File: src/rtl/pwrup_seq_pkg.sv
package pwrup_seq_pkg;

  // Which wait the shared timer is loaded for
  typedef enum logic [2:0] {
    TMR_PWR  = 3'd0,
    TMR_HOLD = 3'd1,
    TMR_GATE = 3'd2,
    TMR_POLL = 3'd3,
    TMR_REL  = 3'd4
  } tmrSel_e;

  // Strobes from control to datapath, valid for one cycle
  typedef struct packed {
    logic    goSafe;
    logic    clkOn;
    logic    refSel;
    logic    phyOn;
    logic    crOff;
    logic    crSel;
    logic    crOn;
    logic    ldDone;
    logic    coreOn;
    logic    setTimeout;
    logic    tmrLoad;
    tmrSel_e tmrSel;
    logic    pollClr;
    logic    pollInc;
  } seqStrobe_t;

  // Microseconds to clock cycles, rounded up
  function automatic int unsigned usToCycles(input int unsigned us, input int unsigned khz);
    longint unsigned prod;
    prod = longint'(us) * longint'(khz) + 64'd999;
    return 32'(prod / 64'd1000);
  endfunction

endpackage

File: src/rtl/pwrup_seq_ctrl.sv
module pwrup_seq_ctrl
  import pwrup_seq_pkg::*;
(
  input  logic       clk,
  input  logic       rst,
  input  logic       start,
  input  logic       tmrZero,
  input  logic       pollLast,
  input  logic       sramSeen,
  output seqStrobe_t stb
);

  typedef enum logic [3:0] {
    ST_IDLE   = 4'd0,
    ST_CLK_ON = 4'd1,
    ST_W_PWR  = 4'd2,
    ST_W_HOLD = 4'd3,
    ST_CR_OFF = 4'd4,
    ST_W_GATE = 4'd5,
    ST_CR_ON  = 4'd6,
    ST_POLL   = 4'd7,
    ST_W_REL  = 4'd8
  } state_e;

  state_e state, stateNext;

  always_ff @(posedge clk) begin
    if (rst) state <= ST_IDLE;
    else     state <= stateNext;
  end

  always_comb begin
    stateNext = state;
    stb       = '0;
    unique case (state)
      ST_IDLE: begin
        if (start) begin
          stb.goSafe = 1'b1;
          stateNext  = ST_CLK_ON;
        end
      end
      ST_CLK_ON: begin
        stb.clkOn   = 1'b1;
        stb.tmrLoad = 1'b1;
        stb.tmrSel  = TMR_PWR;
        stateNext   = ST_W_PWR;
      end
      ST_W_PWR: begin
        if (tmrZero) begin
          stb.refSel  = 1'b1;
          stb.tmrLoad = 1'b1;
          stb.tmrSel  = TMR_HOLD;
          stateNext   = ST_W_HOLD;
        end
      end
      ST_W_HOLD: begin
        if (tmrZero) begin
          stb.phyOn = 1'b1;
          stateNext = ST_CR_OFF;
        end
      end
      ST_CR_OFF: begin
        stb.crOff   = 1'b1;
        stb.tmrLoad = 1'b1;
        stb.tmrSel  = TMR_GATE;
        stateNext   = ST_W_GATE;
      end
      ST_W_GATE: begin
        if (tmrZero) begin
          stb.crSel = 1'b1;
          stateNext = ST_CR_ON;
        end
      end
      ST_CR_ON: begin
        stb.crOn    = 1'b1;
        stb.tmrLoad = 1'b1;
        stb.tmrSel  = TMR_POLL;
        stb.pollClr = 1'b1;
        stateNext   = ST_POLL;
      end
      ST_POLL: begin
        if (tmrZero) begin
          if (sramSeen) begin
            stb.ldDone  = 1'b1;
            stb.tmrLoad = 1'b1;
            stb.tmrSel  = TMR_REL;
            stateNext   = ST_W_REL;
          end else if (pollLast) begin
            stb.setTimeout = 1'b1;
            stateNext      = ST_IDLE;
          end else begin
            stb.tmrLoad = 1'b1;
            stb.tmrSel  = TMR_POLL;
            stb.pollInc = 1'b1;
          end
        end
      end
      ST_W_REL: begin
        if (tmrZero) begin
          stb.coreOn = 1'b1;
          stateNext  = ST_IDLE;
        end
      end
      default: stateNext = ST_IDLE;
    endcase
  end


  start_only_idle_chk: assert property (@(posedge clk) disable iff (rst)
    (state != ST_IDLE) |=> (state != ST_CLK_ON));


  poll_stays_chk: assert property (@(posedge clk) disable iff (rst)
    (state == ST_POLL && !tmrZero) |=> (state == ST_POLL));

endmodule

File: src/rtl/pwrup_seq_dp.sv
module pwrup_seq_dp
  import pwrup_seq_pkg::*;
#(
  parameter int unsigned CLK_KHZ     = 400000,
  parameter int unsigned CLK_LINES   = 7,
  parameter int unsigned SYNC_STAGES = 2,
  parameter int unsigned POLL_COUNT  = 10,
  parameter int unsigned PWR_US      = 30,
  parameter int unsigned HOLD_US     = 20,
  parameter int unsigned GATE_US     = 2,
  parameter int unsigned POLL_US     = 1000,
  parameter int unsigned REL_US      = 20
) (
  input  logic                 clk,
  input  logic                 rst,
  input  seqStrobe_t           stb,
  input  logic                 sramInitDone,
  output logic                 tmrZero,
  output logic                 pollLast,
  output logic                 sramSeen,
  output logic [CLK_LINES-1:0] subClkEn,
  output logic [CLK_LINES-1:0] subRstRel,
  output logic                 phyIddq,
  output logic                 refPadSel,
  output logic                 phyPor,
  output logic                 phyRst,
  output logic                 crIfSel,
  output logic                 crIfClkEn,
  output logic                 sramLoadDone,
  output logic                 ctrlRstN,
  output logic                 busy,
  output logic                 done,
  output logic                 timeout
);

  localparam int unsigned CYC_PWR  = usToCycles(PWR_US,  CLK_KHZ);
  localparam int unsigned CYC_HOLD = usToCycles(HOLD_US, CLK_KHZ);
  localparam int unsigned CYC_GATE = usToCycles(GATE_US, CLK_KHZ);
  localparam int unsigned CYC_POLL = usToCycles(POLL_US, CLK_KHZ);
  localparam int unsigned CYC_REL  = usToCycles(REL_US,  CLK_KHZ);
  localparam int unsigned MAX_A    = (CYC_PWR  > CYC_HOLD) ? CYC_PWR  : CYC_HOLD;
  localparam int unsigned MAX_B    = (CYC_GATE > CYC_POLL) ? CYC_GATE : CYC_POLL;
  localparam int unsigned MAX_C    = (MAX_A    > MAX_B)    ? MAX_A    : MAX_B;
  localparam int unsigned CYC_MAX  = (MAX_C    > CYC_REL)  ? MAX_C    : CYC_REL;
  localparam int unsigned TMR_W    = $clog2(CYC_MAX + 1);
  localparam int unsigned PC_W     = $clog2((POLL_COUNT > 1) ? POLL_COUNT : 2);

  // Input synchroniser
  logic [SYNC_STAGES-1:0] syncQ;
  always_ff @(posedge clk) begin
    if (rst) syncQ <= '0;
    else     syncQ <= {syncQ[SYNC_STAGES-2:0], sramInitDone};
  end
  assign sramSeen = syncQ[SYNC_STAGES-1];

  // Shared wait timer, loaded with N-1 so the next step lands N cycles later
  logic [TMR_W-1:0] tmr, tmrLoadVal;
  always_comb begin
    unique case (stb.tmrSel)
      TMR_PWR:  tmrLoadVal = TMR_W'(CYC_PWR  - 1);
      TMR_HOLD: tmrLoadVal = TMR_W'(CYC_HOLD - 1);
      TMR_GATE: tmrLoadVal = TMR_W'(CYC_GATE - 1);
      TMR_POLL: tmrLoadVal = TMR_W'(CYC_POLL - 1);
      TMR_REL:  tmrLoadVal = TMR_W'(CYC_REL  - 1);
      default:  tmrLoadVal = '0;
    endcase
  end

  always_ff @(posedge clk) begin
    if (rst)              tmr <= '0;
    else if (stb.tmrLoad) tmr <= tmrLoadVal;
    else if (tmr != '0)   tmr <= tmr - 1'b1;
  end
  assign tmrZero = (tmr == '0);

  // Poll counter
  logic [PC_W-1:0] pollCnt;
  always_ff @(posedge clk) begin
    if (rst || stb.pollClr) pollCnt <= '0;
    else if (stb.pollInc)   pollCnt <= pollCnt + 1'b1;
  end
  assign pollLast = (pollCnt == PC_W'(POLL_COUNT - 1));

  // Subsystem control outputs
  always_ff @(posedge clk) begin
    if (rst || stb.goSafe) begin
      subClkEn     <= '0;
      subRstRel    <= '0;
      phyIddq      <= 1'b1;
      refPadSel    <= 1'b0;
      phyPor       <= 1'b1;
      phyRst       <= 1'b1;
      crIfSel      <= 1'b0;
      crIfClkEn    <= 1'b0;
      sramLoadDone <= 1'b0;
      ctrlRstN     <= 1'b0;
    end else begin
      if (stb.clkOn) begin
        subClkEn  <= '1;
        subRstRel <= '1;
        phyIddq   <= 1'b0;
      end
      if (stb.refSel) begin
        refPadSel <= 1'b1;
        ctrlRstN  <= 1'b0;
      end
      if (stb.phyOn) begin
        phyPor <= 1'b0;
        phyRst <= 1'b0;
      end
      if (stb.crOff)  crIfClkEn    <= 1'b0;
      if (stb.crSel)  crIfSel      <= 1'b1;
      if (stb.crOn)   crIfClkEn    <= 1'b1;
      if (stb.ldDone) sramLoadDone <= 1'b1;
      if (stb.coreOn) ctrlRstN     <= 1'b1;
    end
  end

  // Status flags
  always_ff @(posedge clk) begin
    if (rst) begin
      busy    <= 1'b0;
      done    <= 1'b0;
      timeout <= 1'b0;
    end else if (stb.goSafe) begin
      busy    <= 1'b1;
      done    <= 1'b0;
      timeout <= 1'b0;
    end else if (stb.coreOn) begin
      busy <= 1'b0;
      done <= 1'b1;
    end else if (stb.setTimeout) begin
      busy    <= 1'b0;
      timeout <= 1'b1;
    end
  end


  lines_together_chk: assert property (@(posedge clk) disable iff (rst)
    (subClkEn == subRstRel) && (subClkEn == '0 || subClkEn == '1));


  ref_after_power_chk: assert property (@(posedge clk) disable iff (rst)
    $rose(refPadSel) |-> (!phyIddq && subClkEn == '1 && !ctrlRstN));


  phy_resets_pair_chk: assert property (@(posedge clk) disable iff (rst)
    phyPor == phyRst);


  sel_gated_chk: assert property (@(posedge clk) disable iff (rst)
    $rose(crIfSel) |-> !crIfClkEn);


  release_order_chk: assert property (@(posedge clk) disable iff (rst)
    $rose(ctrlRstN) |-> (sramLoadDone && done && !busy));


  flags_exclusive_chk: assert property (@(posedge clk) disable iff (rst)
    !(done && timeout));

endmodule

File: src/rtl/usb_phy_pwrup_seq.sv
module usb_phy_pwrup_seq
  import pwrup_seq_pkg::*;
#(
  parameter int unsigned CLK_KHZ     = 400000,
  parameter int unsigned CLK_LINES   = 7,
  parameter int unsigned SYNC_STAGES = 2,
  parameter int unsigned POLL_COUNT  = 10,
  parameter int unsigned PWR_US      = 30,
  parameter int unsigned HOLD_US     = 20,
  parameter int unsigned GATE_US     = 2,
  parameter int unsigned POLL_US     = 1000,
  parameter int unsigned REL_US      = 20
) (
  input  logic                 clk,
  input  logic                 rst,
  input  logic                 start,
  input  logic                 sramInitDone,
  output logic [CLK_LINES-1:0] subClkEn,
  output logic [CLK_LINES-1:0] subRstRel,
  output logic                 phyIddq,
  output logic                 refPadSel,
  output logic                 phyPor,
  output logic                 phyRst,
  output logic                 crIfSel,
  output logic                 crIfClkEn,
  output logic                 sramLoadDone,
  output logic                 ctrlRstN,
  output logic                 busy,
  output logic                 done,
  output logic                 timeout
);

  seqStrobe_t stb;
  logic       tmrZero;
  logic       pollLast;
  logic       sramSeen;

  pwrup_seq_ctrl u_ctrl (
    .clk      (clk),
    .rst      (rst),
    .start    (start),
    .tmrZero  (tmrZero),
    .pollLast (pollLast),
    .sramSeen (sramSeen),
    .stb      (stb)
  );

  pwrup_seq_dp #(
    .CLK_KHZ     (CLK_KHZ),
    .CLK_LINES   (CLK_LINES),
    .SYNC_STAGES (SYNC_STAGES),
    .POLL_COUNT  (POLL_COUNT),
    .PWR_US      (PWR_US),
    .HOLD_US     (HOLD_US),
    .GATE_US     (GATE_US),
    .POLL_US     (POLL_US),
    .REL_US      (REL_US)
  ) u_dp (
    .clk          (clk),
    .rst          (rst),
    .stb          (stb),
    .sramInitDone (sramInitDone),
    .tmrZero      (tmrZero),
    .pollLast     (pollLast),
    .sramSeen     (sramSeen),
    .subClkEn     (subClkEn),
    .subRstRel    (subRstRel),
    .phyIddq      (phyIddq),
    .refPadSel    (refPadSel),
    .phyPor       (phyPor),
    .phyRst       (phyRst),
    .crIfSel      (crIfSel),
    .crIfClkEn    (crIfClkEn),
    .sramLoadDone (sramLoadDone),
    .ctrlRstN     (ctrlRstN),
    .busy         (busy),
    .done         (done),
    .timeout      (timeout)
  );

endmodule

File: config.mk
export PLATFORM = sky130hd
export DESIGN_NAME = usb_phy_pwrup_seq
export DESIGN_NICKNAME = d
export VERILOG_FILES = /design/src/rtl/pwrup_seq_pkg.sv /design/src/rtl/pwrup_seq_ctrl.sv /design/src/rtl/pwrup_seq_dp.sv /design/src/rtl/usb_phy_pwrup_seq.sv
export SDC_FILE = /design/constraint.sdc
export NUM_CORES = 1
export LEC_CHECK = 0
export ABC_AREA = 1
export BUFFER_PORTS_ARGS = -buffer_cell sky130_fd_sc_hd__buf_2
export CAP_MARGIN = 5
export CELL_PAD_IN_SITES_DETAIL_PLACEMENT = 1
export CELL_PAD_IN_SITES_GLOBAL_PLACEMENT = 2
export CORE_ASPECT_RATIO = 0.9
export CORE_MARGIN = 4
export CORE_UTILIZATION = 34
export CTS_BUF_LIST = sky130_fd_sc_hd__clkbuf_8
export DETAILED_ROUTE_END_ITERATION = 7
export PLACE_DENSITY_LB_ADDON = 0.05
export SYNTH_ARGS = -nofsm -noshare
export SYNTH_HDL_FRONTEND = slang
export SYNTH_SLANG_ARGS = --single-unit
export TNS_END_PERCENT = 50
File: constraint.sdc
create_clock -name clk -period 1.8 [get_ports clk]
set_input_delay 0.18 -clock clk [delete_from_list [all_inputs] [get_ports clk]]
set_output_delay 0.18 -clock clk [all_outputs]
set_load 0.02 [all_outputs]
# ---- Word level (Yosys, flattened, before mapping)
# Cells that the tools add are included.
dict set report op_classes {
  addsub 2
  eq_ne 20
  n_mux 44
  n_bitwise 1
  n_reduce_logical 14
}
# op n
set op_table {}
lappend op_table {{19-bit one-hot mux with 4 select lines} 1}
lappend op_table {{4-bit two-way mux} 11}
lappend op_table {{19-bit two-way mux} 2}
lappend op_table {{4-bit one-hot mux with 9 select lines} 1}
lappend op_table {{1-bit two-way mux} 27}
lappend op_table {{4-bit one-hot mux with 5 select lines} 1}
lappend op_table {{19-bit logical NOT} 1}
lappend op_table {{19-bit nonzero test} 1}
lappend op_table {{19-bit by 1-bit subtractor with 19-bit output (second input constant)} 1}
lappend op_table {{4-bit by 3-bit equality test with 1-bit output (second input constant)} 4}
lappend op_table {{2-bit inequality test (second input constant)} 6}
lappend op_table {{4-bit by 2-bit equality test with 1-bit output (second input constant)} 2}
lappend op_table {{4-bit equality test (second input constant)} 2}
lappend op_table {{7-bit AND reduction} 1}
lappend op_table {{3-bit by 2-bit equality test with 1-bit output (second input constant)} 2}
lappend op_table {{2-bit nonzero test} 3}
lappend op_table {{5-bit two-way mux} 1}
lappend op_table {{4-bit by 1-bit adder with 4-bit output (second input constant)} 1}
lappend op_table {{4-bit by 1-bit equality test with 1-bit output (second input constant)} 1}
lappend op_table {{4-bit logical NOT} 1}
lappend op_table {{2-bit OR reduction} 2}
lappend op_table {{3-bit by 1-bit equality test with 1-bit output (second input constant)} 1}
lappend op_table {{3-bit equality test (second input constant)} 1}
lappend op_table {{3-bit logical NOT} 1}
lappend op_table {{5 further kinds} 6}
dict set report totals {
  reg_bits 40
}

# ---- Depth between registers and ports, before layout
# Gate-level depths: netlist (run 1).
dict set report depth {
  ltp_word 9
  ltp_mapped 13
  depth_no_buf 12
}

# ---- Hierarchy
# From an unflattened synthesis (run 1), not the netlist that was laid out.
dict set report hier_totals {
  hier_cells 351
  hier_area_um2 2446.1
}
# mod instances cells_per_inst area_per_inst_um2 seq_area_each_um2
set by_module_without_submodules {}
lappend by_module_without_submodules {pwrup_seq_dp 1 270 1996.9 720.7}
lappend by_module_without_submodules {pwrup_seq_ctrl 1 81 449.2 80.1}

# ---- Worst setup path after synthesis (run 1)
# OpenSTA, ideal clock, no wires.
dict set report synth_timing {
  path_kind {register to register}
  from {register u_dp.tmr[0]}
  to {register u_dp.tmr[7]}
  t_arrival_ns 1.478
  t_required_ns 1.678
  path_slack_ns 0.201
  stages_incl_launch_ff 13
  path_buffers 1
  path_cell_list {dfxtp_1 > inv_1 > ha_1 > inv_1 > nor2_1 > nand2_1 > nor2_4 > nand3_2 > nor2_2 > nor2_4 > buf_6 > o21ai_0 > a21oi_1}
}
dict set report synth_between {
  elab_chain_len 7
}
# element line
set synth_lines {}
lappend synth_lines {{from (decl)} pwrup_seq_dp.sv:57} ;# logic [TMR_W-1:0] tmr, tmrLoadVal;
lappend synth_lines {{from (signal assigned)} pwrup_seq_dp.sv:71} ;# else if (stb.tmrLoad) tmr <= tmrLoadVal;
lappend synth_lines {{from (signal assigned)} pwrup_seq_dp.sv:72} ;# else if (tmr != '0) tmr <= tmr - 1'b1;
lappend synth_lines {{19-bit logical NOT} pwrup_seq_dp.sv:74} ;# assign tmrZero = (tmr == '0);
lappend synth_lines {{5-bit two-way mux / 4-bit two-way mux (equally long branches)} {pwrup_seq_ctrl.sv:82, pwrup_seq_ctrl.sv:49}}
lappend synth_lines {{4-bit one-hot mux with 5 select lines} pwrup_seq_ctrl.sv:35} ;# unique case (state)
lappend synth_lines {{3-bit by 1-bit equality test with 1-bit output / 3-bit equality test (equally long branches)} pwrup_seq_dp.sv:59} ;# unique case (stb.tmrSel)
lappend synth_lines {{2-bit OR reduction (no line)} -}
lappend synth_lines {{19-bit one-hot mux with 4 select lines} pwrup_seq_dp.sv:59}
lappend synth_lines {{19-bit two-way mux} pwrup_seq_dp.sv:71}
# Parallel ways exist; a longest one is shown, timed or not. The select of a mux whose other input is x is not followed.
# A chain may end at the register's enable or synchronous reset.

# ---- Worst setup path in the final report (run 1)
dict set report layout_timing {
  from {register u_dp.tmr[1]}
  to {register u_dp.tmr[10]}
}
# Same word-level chain as after synthesis.

==> results of run 1 <==
## worst max-delay path, delay by kind of cell (launching register included)
kind                       cells  cell delay, ns
buffers and inverters          3            0.27
adders and majority gates      1            0.13
AOI/OAI and AO/OA              2            0.14
and+or+nand+nor                6            0.78
DFF                            1            0.34
## registers in the layout (all words and copies together) (netlist names)
signal,cells
u_dp.phyIddq,1
u_dp.busy,1
u_dp.crIfSel,1
u_dp.crIfClkEn,1
u_dp.tmr,19
u_dp.timeout,1
u_ctrl.state,4
u_dp.done,1
u_dp.syncQ,2
u_dp.sramLoadDone,1
u_dp.pollCnt,4
u_dp.subClkEn,1
u_dp.refPadSel,1
u_dp.ctrlRstN,1
u_dp.phyPor,1
## final timing paths
path / slack (ns) / cells past startpoint / end / startpoint
worst max-delay path: 0.02 / 12 / u_dp.tmr[10] / u_dp.tmr[1]
worst min register to register: 0.41 / 2 / u_dp.syncQ[1] / u_dp.syncQ[0]
worst max register to register: 0.02 / 12 / u_dp.tmr[10] / u_dp.tmr[1]
worst min-delay path: 0.10 / 3 / u_dp.syncQ[0] / sramInitDone
## Yosys cell counts (2+ instances only)
master	instances	area (um^2)
dfxtp_1	40	800.8
nand3_2	5	50.05
ha_1	4	50.05
o21bai_1	2	15.01
or2_1	2	12.51
nor2_4	6	67.56
nand2_2	7	43.79
xnor2_1	4	35.03
nor4_1	3	18.77
nor2_1	53	198.9
o21ai_0	15	75.07
buf_4	14	105.1
xor2_1	8	70.07
o21ai_1	5	25.02
nand4_1	7	43.79
a21oi_1	19	95.09
nand3_1	18	90.09
nor2_2	6	37.54
nor3_2	3	30.03
inv_2	7	26.28
clkbuf_1	2	7.510
inv_1	42	157.7
nand2_1	57	214.0
nand3b_1	2	15.01
## metrics by stage
stage	worst slack [ns]	utilization
global placement	-0.01829	0.3949
floorplan	0.2009	-
finish	0.01736	0.4265
global route	-0.09086	0.4265
CTS	0.02544	0.4070
detailed placement	-0.01506	0.3949
## cell type report
class                   instances  area, um^2
flip-flops and latches         40       804.5
clock buffers                   5       68.82
multi-input cells             232        1313
well taps                      90       112.6
clock inverters                 2       8.758
repair buffers                 54       347.8
inverters                      49       183.9
fillers                       871        3817
## cells by family after synthesis
group / count (synthesis)
and+or+nand+nor: 172
DFF: 40
adders and majority gates: 4
AOI/OAI and AO/OA: 44
xor gates and xnor gates: 12
buffers and inverters: 67
## power by group through the flow
stage               registers (mW)  logic (mW)  clock network, mW
floorplan                     1.37        2.29                  0
finish                        1.40        3.42              0.576
global placement              1.41        3.04                  0
global route                  1.44        3.85              0.643
detailed placement            1.41        3.05                  0
CTS                           1.39        3.07              0.595
## layer usage
metal / global-route usage / wire length, um
met3: 0.03198 / 298
met2: 0.2449 / 2734
met4: 0.05297 / 93
met5: 0 / 0
met1: 0.2680 / 3624
## what timing repair did
item | CTS | global route
pin swaps | 1 | 11
endpoints found under the setup margin | 5 | 31
resized for setup | 1 | 25
setup buffers | 0 | 7
gates cloned | 0 | 0
==> report_table.html, run 1 <==
<table>
<tr><th>Metric</th><th>Value</th></tr>
<tr><th colspan="2">Power and ir drop</th></tr>
<tr><td>Worst vdd ir</td><td>745.5 uV</td></tr>
<tr><td>Fraction of power consumed by the clock network</td><td>0.107</td></tr>
<tr><td>Combinational cell fraction of total power</td><td>0.634</td></tr>
<tr><td>Pwr/cell area</td><td>1900 nW/um^2</td></tr>
<tr><td>Part of the power in registers</td><td>0.259</td></tr>
<tr><td>Leakage</td><td>1.355 nW</td></tr>
<tr><td>Net switching power</td><td>2.704 mW</td></tr>
<tr><td>Total Power</td><td>5.395 mW</td></tr>
<tr><td>Net switching share of the total power</td><td>0.5011</td></tr>
<tr><td>Cell internal pwr</td><td>2.691 mW</td></tr>
<tr><th colspan="2">Synthesis</th></tr>
<tr><td>Primary flip-flop cell chosen by synthesis mapping</td><td>dfxtp_1</td></tr>
<tr><td>Main combinational cell family by area after synthesis</td><td>simple AND/OR/NAND/NOR gates</td></tr>
<tr><td>Fraction of synthesized area in multiplexers</td><td>0</td></tr>
<tr><td>EDFF count, synth</td><td>0</td></tr>
<tr><td>Post-Synthesis Cell Area</td><td>2362 um^2</td></tr>
<tr><td>Sequential share of the synthesized area</td><td>0.3390</td></tr>
<tr><td>Area share of and/or/nand/nor cells after synthesis</td><td>0.3639</td></tr>
<tr><td>Adder-cell area share of the yosys netlist</td><td>0.02119</td></tr>
<tr><td>Total of flip-flops plus latches after synthesis</td><td>40</td></tr>
<tr><td>Nets in the synthesized netlist</td><td>347</td></tr>
<tr><td>Post-synthesis cell type count</td><td>32</td></tr>
<tr><td>Synth async-reset ratio</td><td>0</td></tr>
<tr><td>Xor and xnor area share after synthesis</td><td>0.04449</td></tr>
<tr><td>Avg Inst Size Synth</td><td>6.968 um^2</td></tr>
<tr><td>Share of the synthesized area in compound gates (AO/OA/AOI/OAI)</td><td>0.09905</td></tr>
<tr><td>Gate Count Post-Synth</td><td>339</td></tr>
<tr><td>Warnings from Yosys</td><td>0</td></tr>
<tr><th colspan="2">STA</th></tr>
<tr><td>Fin. Hold Viols</td><td>0</td></tr>
<tr><td>Unrepaired setup endpoints after global routing</td><td>true</td></tr>
<tr><td>Final total negative setup slack</td><td>0 ns</td></tr>
<tr><td>Worst slew margin relative to its limit</td><td>0.7813</td></tr>
<tr><td>Pin slew with the least headroom to its limit</td><td>0.3273 ns</td></tr>
<tr><td>Worst clock skew</td><td>0.01282 ns</td></tr>
<tr><td>Fin crit share</td><td>0.9904</td></tr>
<tr><td>Final worst path period need</td><td>1.783 ns</td></tr>
<tr><td>Peak clock frequency supported by timing</td><td>561.0 MHz</td></tr>
<tr><td>Final setup violation count</td><td>0</td></tr>
<tr><td>Worst hold slack across all endpoints</td><td>0.1021 ns</td></tr>
<tr><td>Final Max Tran Viols</td><td>0</td></tr>
<tr><th colspan="2">Final layout</th></tr>
<tr><td>Share of post-route cells with drive strength above 1</td><td>0.2984</td></tr>
<tr><td>Leading cell types in the layout, fill and taps excluded</td><td>nand2_1 (54), nor2_1 (48), inv_1 (40)</td></tr>
<tr><td>Post-layout instance count excluding filler cells</td><td>472</td></tr>
<tr><td>Area Overhead vs Synth</td><td>20.18%</td></tr>
<tr><td>Summed area of non-filler cells in the final layout</td><td>2839 um^2</td></tr>
<tr><td>NumNets Final</td><td>390</td></tr>
<tr><td>Most common cell after layout, fill and taps aside</td><td>nand2_1</td></tr>
<tr><td>Antenna diodes</td><td>0</td></tr>
<tr><th colspan="2">Routing</th></tr>
<tr><td>Aggregate routed wire length</td><td>6.750 mm</td></tr>
<tr><td>Number of vias per cell after detailed routing</td><td>4.703</td></tr>
<tr><td>1st-pass router iterations</td><td>4</td></tr>
<tr><td>Number of nets with antenna violations after detailed routing</td><td>0</td></tr>
<tr><td>Total number of vias</td><td>2,220</td></tr>
<tr><td>Remaining design rule violation count</td><td>0</td></tr>
<tr><td>Number of DRC violations after detailed-routing iteration 0</td><td>105</td></tr>
<tr><td>Routed length per instance</td><td>14.30 um</td></tr>
<tr><th colspan="2">Global route</th></tr>
<tr><td>Overall routing resource usage</td><td>0.1750</td></tr>
<tr><td>Total global routing overflow</td><td>0</td></tr>
<tr><td>First-pass GRT wire length</td><td>11.18 mm</td></tr>
<tr><td>Number of antenna violations at the first check in global routing</td><td>0</td></tr>
<tr><td>Number of global-route vias before repair</td><td>2,212</td></tr>
<tr><td>Maximum number of pins on one net before global-route repair</td><td>16</td></tr>
<tr><th colspan="2">Placed design</th></tr>
<tr><td>Placed cells</td><td>458</td></tr>
<tr><td>Post-placement cell area</td><td>2629 um^2</td></tr>
<tr><td>PortBufs</td><td>28</td></tr>
<tr><td>Detailed placer's ending HPWL</td><td>5.341 mm</td></tr>
<tr><td>Placer congestion estimate</td><td>0.8082</td></tr>
<tr><th colspan="2">Hold path</th></tr>
<tr><td>Tightest Hold Check Type</td><td>in -&gt; reg</td></tr>
<tr><th colspan="2">Clock tree</th></tr>
<tr><td>TritonCTS clock tree</td><td>built</td></tr>
<tr><td>Cts hold-fix bufs</td><td>0</td></tr>
<tr><td>Clock Sinks</td><td>40</td></tr>
<tr><td>Root Buffer Master</td><td>clkbuf_8</td></tr>
<tr><td>Clock-pin slew reported for the worst setup and hold paths after clock tree synthesis</td><td>0.09 ns</td></tr>
<tr><td>Clock insertion delay at the later pin of the skew report</td><td>0.30 ns</td></tr>
<tr><td>Buffer depth of the longest clock path</td><td>2</td></tr>
<tr><td>CTS Buf Count</td><td>5</td></tr>
<tr><td>H-Tree Depth</td><td>2</td></tr>
<tr><th colspan="2">Setup path</th></tr>
<tr><td>Critical path, cell by cell</td><td>inv_2 &gt; ha_4 &gt; inv_1 &gt; nor2_2 &gt; nand2_2 &gt; nor2_4 &gt; nand3_2 &gt; nor2_4 &gt; nor2_4 &gt; buf_12 &gt; o21ai_1 &gt; a21oi_1</td></tr>
<tr><td>Kind of start point of the critical path</td><td>flip-flop</td></tr>
<tr><td>Largest fanout of any net on the critical path</td><td>8</td></tr>
<tr><td>Required time reported for the critical path endpoint</td><td>1.98 ns</td></tr>
<tr><td>Slowest cell on the critical path</td><td>dfxtp_2</td></tr>
<tr><td>Setup crit end kind</td><td>flip-flop</td></tr>
<tr><td>Critical path arrival</td><td>1.96 ns</td></tr>
<tr><td>Worst path max stage delay</td><td>0.34 ns</td></tr>
<tr><td>Startpoint-to-endpoint class of the critical path</td><td>reg -&gt; reg</td></tr>
<tr><td>Most common cell on crit path</td><td>nor2_4</td></tr>
<tr><th colspan="2">Floorplan</th></tr>
<tr><td>Site Rows</td><td>28</td></tr>
<tr><td>Effective utilization at floorplan</td><td>0.3549</td></tr>
<tr><td>Die Footprint</td><td>8347 um^2</td></tr>
<tr><td>Die height</td><td>87.08 um</td></tr>
<tr><td>Number of placed I/O pins</td><td>29</td></tr>
<tr><td>Core region area</td><td>6656 um^2</td></tr>
<tr><td>Die span in x</td><td>95.86 um</td></tr>
<tr><th colspan="2">Status</th></tr>
<tr><td>Status</td><td>completed</td></tr>
<tr><th colspan="2">Run</th></tr>
<tr><td>Max-cap violation count</td><td>0</td></tr>
</table>
Power figures use the tool's default switching activity.
==> run 2, diff against run 1 <==
CORE_UTILIZATION = 32   (was 34)
CTS_BUF_LIST = sky130_fd_sc_hd__clkbuf_16   (was sky130_fd_sc_hd__clkbuf_8)
==> run 2 against run 1 <==
Against the previous run:
- utilization fell by 1.5 points
- highest routed layer unchanged
- non-clock buffer count rose by 2
- cell count rose by 1.3%
- clock power rose by 51%
- global-route usage fell by 0.86 points
- sequential power barely moved
==> report_table.html, run 2 (synthesis gave the netlist of run 1 again) <==
<table>
<tr><th>Metric</th><th>Value</th></tr>
<tr><th colspan="2">Setup path</th></tr>
<tr><td>CP Launch Point</td><td>u_dp.tmr[0]</td></tr>
<tr><td>Largest fanout of any net on the critical path</td><td>12</td></tr>
<tr><td>Register-to-register setup slack</td><td>0.06 ns</td></tr>
<tr><td>Number of cells on the worst reg-to-reg path</td><td>13</td></tr>
<tr><td>Kind of start point of the critical path</td><td>flip-flop</td></tr>
<tr><td>Critical path arrival</td><td>1.96 ns</td></tr>
<tr><td>Startpoint-to-endpoint class of the critical path</td><td>reg -&gt; reg</td></tr>
<tr><td>Reg2Reg Capture Point</td><td>u_dp.tmr[3]</td></tr>
<tr><td>Worst flop-to-flop path startpoint</td><td>u_dp.tmr[0]</td></tr>
<tr><td>Critical path destination</td><td>u_dp.tmr[3]</td></tr>
<tr><td>Setup crit end kind</td><td>flip-flop</td></tr>
<tr><td>Required time reported for the critical path endpoint</td><td>2.02 ns</td></tr>
<tr><th colspan="2">Power and ir drop</th></tr>
<tr><td>Worst vdd ir</td><td>762.5 uV</td></tr>
<tr><td>Pwr/cell area</td><td>1962 nW/um^2</td></tr>
<tr><td>Total Power</td><td>5.741 mW</td></tr>
<tr><td>Leakage</td><td>1.390 nW</td></tr>
<tr><th colspan="2">Routing</th></tr>
<tr><td>1st-pass router iterations</td><td>4</td></tr>
<tr><td>Aggregate routed wire length</td><td>7.018 mm</td></tr>
<tr><td>Number of DRC violations after detailed-routing iteration 0</td><td>68</td></tr>
<tr><td>Routed length per instance</td><td>14.68 um</td></tr>
<tr><td>Total number of vias</td><td>2,288</td></tr>
<tr><td>Number of nets with antenna violations after detailed routing</td><td>0</td></tr>
<tr><td>Number of vias per cell after detailed routing</td><td>4.787</td></tr>
<tr><td>Remaining design rule violation count</td><td>0</td></tr>
<tr><th colspan="2">Clock tree</th></tr>
<tr><td>Buffer depth of the longest clock path</td><td>2</td></tr>
<tr><td>H-Tree Depth</td><td>2</td></tr>
<tr><td>Clock insertion delay at the later pin of the skew report</td><td>0.28 ns</td></tr>
<tr><td>Clock Sinks</td><td>40</td></tr>
<tr><td>Root Buffer Master</td><td>clkbuf_16</td></tr>
<tr><td>Clock-pin slew reported for the worst setup and hold paths after clock tree synthesis</td><td>0.06 ns</td></tr>
<tr><td>Cts hold-fix bufs</td><td>0</td></tr>
<tr><td>TritonCTS clock tree</td><td>built</td></tr>
<tr><td>CTS Buf Count</td><td>5</td></tr>
<tr><th colspan="2">STA</th></tr>
<tr><td>Final Max Tran Viols</td><td>0</td></tr>
<tr><td>Final setup violation count</td><td>0</td></tr>
<tr><td>Unrepaired setup endpoints after global routing</td><td>true</td></tr>
<tr><td>Final worst path period need</td><td>1.739 ns</td></tr>
<tr><td>Worst clock skew</td><td>0.008227 ns</td></tr>
<tr><td>Worst hold slack across all endpoints</td><td>0.09723 ns</td></tr>
<tr><td>Fin crit share</td><td>0.9660</td></tr>
<tr><td>Peak clock frequency supported by timing</td><td>575.1 MHz</td></tr>
<tr><td>Pin slew with the least headroom to its limit</td><td>0.4124 ns</td></tr>
<tr><td>Worst slew margin relative to its limit</td><td>0.7242</td></tr>
<tr><td>Fin. Hold Viols</td><td>0</td></tr>
<tr><th colspan="2">Final layout</th></tr>
<tr><td>Area Overhead vs Synth</td><td>23.83%</td></tr>
<tr><td>Area of combinational cells with multiple inputs</td><td>1318 um^2</td></tr>
<tr><td>Max reg flops</td><td>19</td></tr>
<tr><td>Most common cell after layout, fill and taps aside</td><td>nand2_1</td></tr>
<tr><td>Number of filler cells placed in the layout</td><td>934</td></tr>
<tr><td>NumNets Final</td><td>392</td></tr>
<tr><td>Summed area of non-filler cells in the final layout</td><td>2925 um^2</td></tr>
<tr><td>Area taken by flip-flops and latches</td><td>803.3 um^2</td></tr>
<tr><td>Register with the most flip-flops</td><td>u_dp.tmr</td></tr>
<tr><td>Share of post-route cells with drive strength above 1</td><td>0.2935</td></tr>
<tr><td>Leading cell types in the layout, fill and taps excluded</td><td>nand2_1 (52), nor2_1 (50), inv_1 (40)</td></tr>
<tr><td>Registers with the most flip-flops</td><td>u_dp.tmr x19, u_ctrl.state x4, u_dp.pollCnt x4</td></tr>
<tr><td>Antenna diodes</td><td>0</td></tr>
<tr><th colspan="2">Global route</th></tr>
<tr><td>First-pass GRT wire length</td><td>11.57 mm</td></tr>
<tr><td>Total global routing overflow</td><td>0</td></tr>
<tr><td>Maximum number of pins on one net before global-route repair</td><td>16</td></tr>
<tr><td>Grt met2 use</td><td>0.2676</td></tr>
<tr><td>Met1 Use GR</td><td>0.2366</td></tr>
<tr><td>Overall routing resource usage</td><td>0.1664</td></tr>
<tr><td>Layer with the highest usage after global routing</td><td>met2</td></tr>
<tr><td>Met3 track demand over resource</td><td>0.02808</td></tr>
<tr><td>Number of antenna violations at the first check in global routing</td><td>0</td></tr>
<tr><td>Number of global-route vias before repair</td><td>2,209</td></tr>
<tr><th colspan="2">Placed design</th></tr>
<tr><td>Detailed placer's ending HPWL</td><td>5.621 mm</td></tr>
<tr><td>PortBufs</td><td>28</td></tr>
<tr><td>Post-placement cell area</td><td>2655 um^2</td></tr>
<tr><td>Placer congestion estimate</td><td>0.7865</td></tr>
<tr><th colspan="2">Floorplan</th></tr>
<tr><td>Site Rows</td><td>29</td></tr>
<tr><td>Die span in x</td><td>98.57 um</td></tr>
<tr><td>Core region area</td><td>7112 um^2</td></tr>
<tr><td>Die Footprint</td><td>8823 um^2</td></tr>
<tr><td>Number of placed I/O pins</td><td>29</td></tr>
<tr><td>Effective utilization at floorplan</td><td>0.3322</td></tr>
<tr><td>Die height</td><td>89.51 um</td></tr>
<tr><th colspan="2">Hold path</th></tr>
<tr><td>Tightest Hold Check Type</td><td>in -&gt; reg</td></tr>
<tr><th colspan="2">Run</th></tr>
<tr><td>Max-cap violation count</td><td>0</td></tr>
<tr><th colspan="2">Status</th></tr>
<tr><td>Status</td><td>completed</td></tr>
</table>
run 2: area by class of cell:
cell class                 instances  area share
clock buffer                       5     0.04277
clock inverter                     3    0.004705
inverter                          49     0.06373
multi-input combinational        232      0.4504
sequential                        40      0.2746
tap                               93     0.03978
timing repair buffer              56      0.1240
run 2: timing repair:
action | CTS | global route
resized for setup | 1 | 26
endpoints found under the setup margin | 6 | 29
buffers inserted | 0 | 7
pin swaps | 2 | 10
gates cloned | 0 | 0
run 2: worst min-delay path by stage:
stage,cells after the start,startpoint,slack (ns),endpoint
6_report,3,sramInitDone,0.1,u_dp.syncQ[0]
5_1_grt,3,sramInitDone,0.14,u_dp.syncQ[0]
3_5_place_dp,3,sramInitDone,0.39,u_dp.syncQ[0]
3_3_place_gp,3,sramInitDone,0.39,u_dp.syncQ[0]
2_1_floorplan,2,sramInitDone,0.29,u_dp.syncQ[0]
4_1_cts,3,sramInitDone,0.1,u_dp.syncQ[0]
run 2: report_power, final:
part	switching [mW]	internal, mW	total [mW]
combinational	2.15	1.32	3.47
sequential	0.274	1.13	1.40
clock	0.364	0.504	0.868
total	2.78	2.96	5.74
run 2: per-stage QoR:
step           setup TNS, ns  cells  setup WS (ns)  utilization
6_report                   0    478        0.06119       0.4113
5_1_grt               -1.173    478       -0.09069       0.4113
4_1_cts                    0    472        0.01232       0.3932
3_5_place_dp         -0.1302    464       -0.05078       0.3733
3_3_place_gp        -0.05593    464       -0.03214       0.3733
2_1_floorplan              0    339         0.2009            -
run 2: critical path, stage by stage, from the launching register on:
cell	delay [ns]
dfxtp_2	0.33
inv_2	0.08
ha_4	0.13
inv_1	0.04
nor2_2	0.13
nand2_2	0.08
nor2_4	0.19
nand3_2	0.13
nor2_4	0.15
nor2_4	0.05
buf_12	0.14
nand2_8	0.07
o21ai_1	0.06
nor2_1	0.10
run 2: routing by layer:
metal	up-vias	share of wire
met1	1093	0.52
met5	-	0
met2	35	0.44
li1	1154	-
met3	6	0.033
met4	0	0.0068
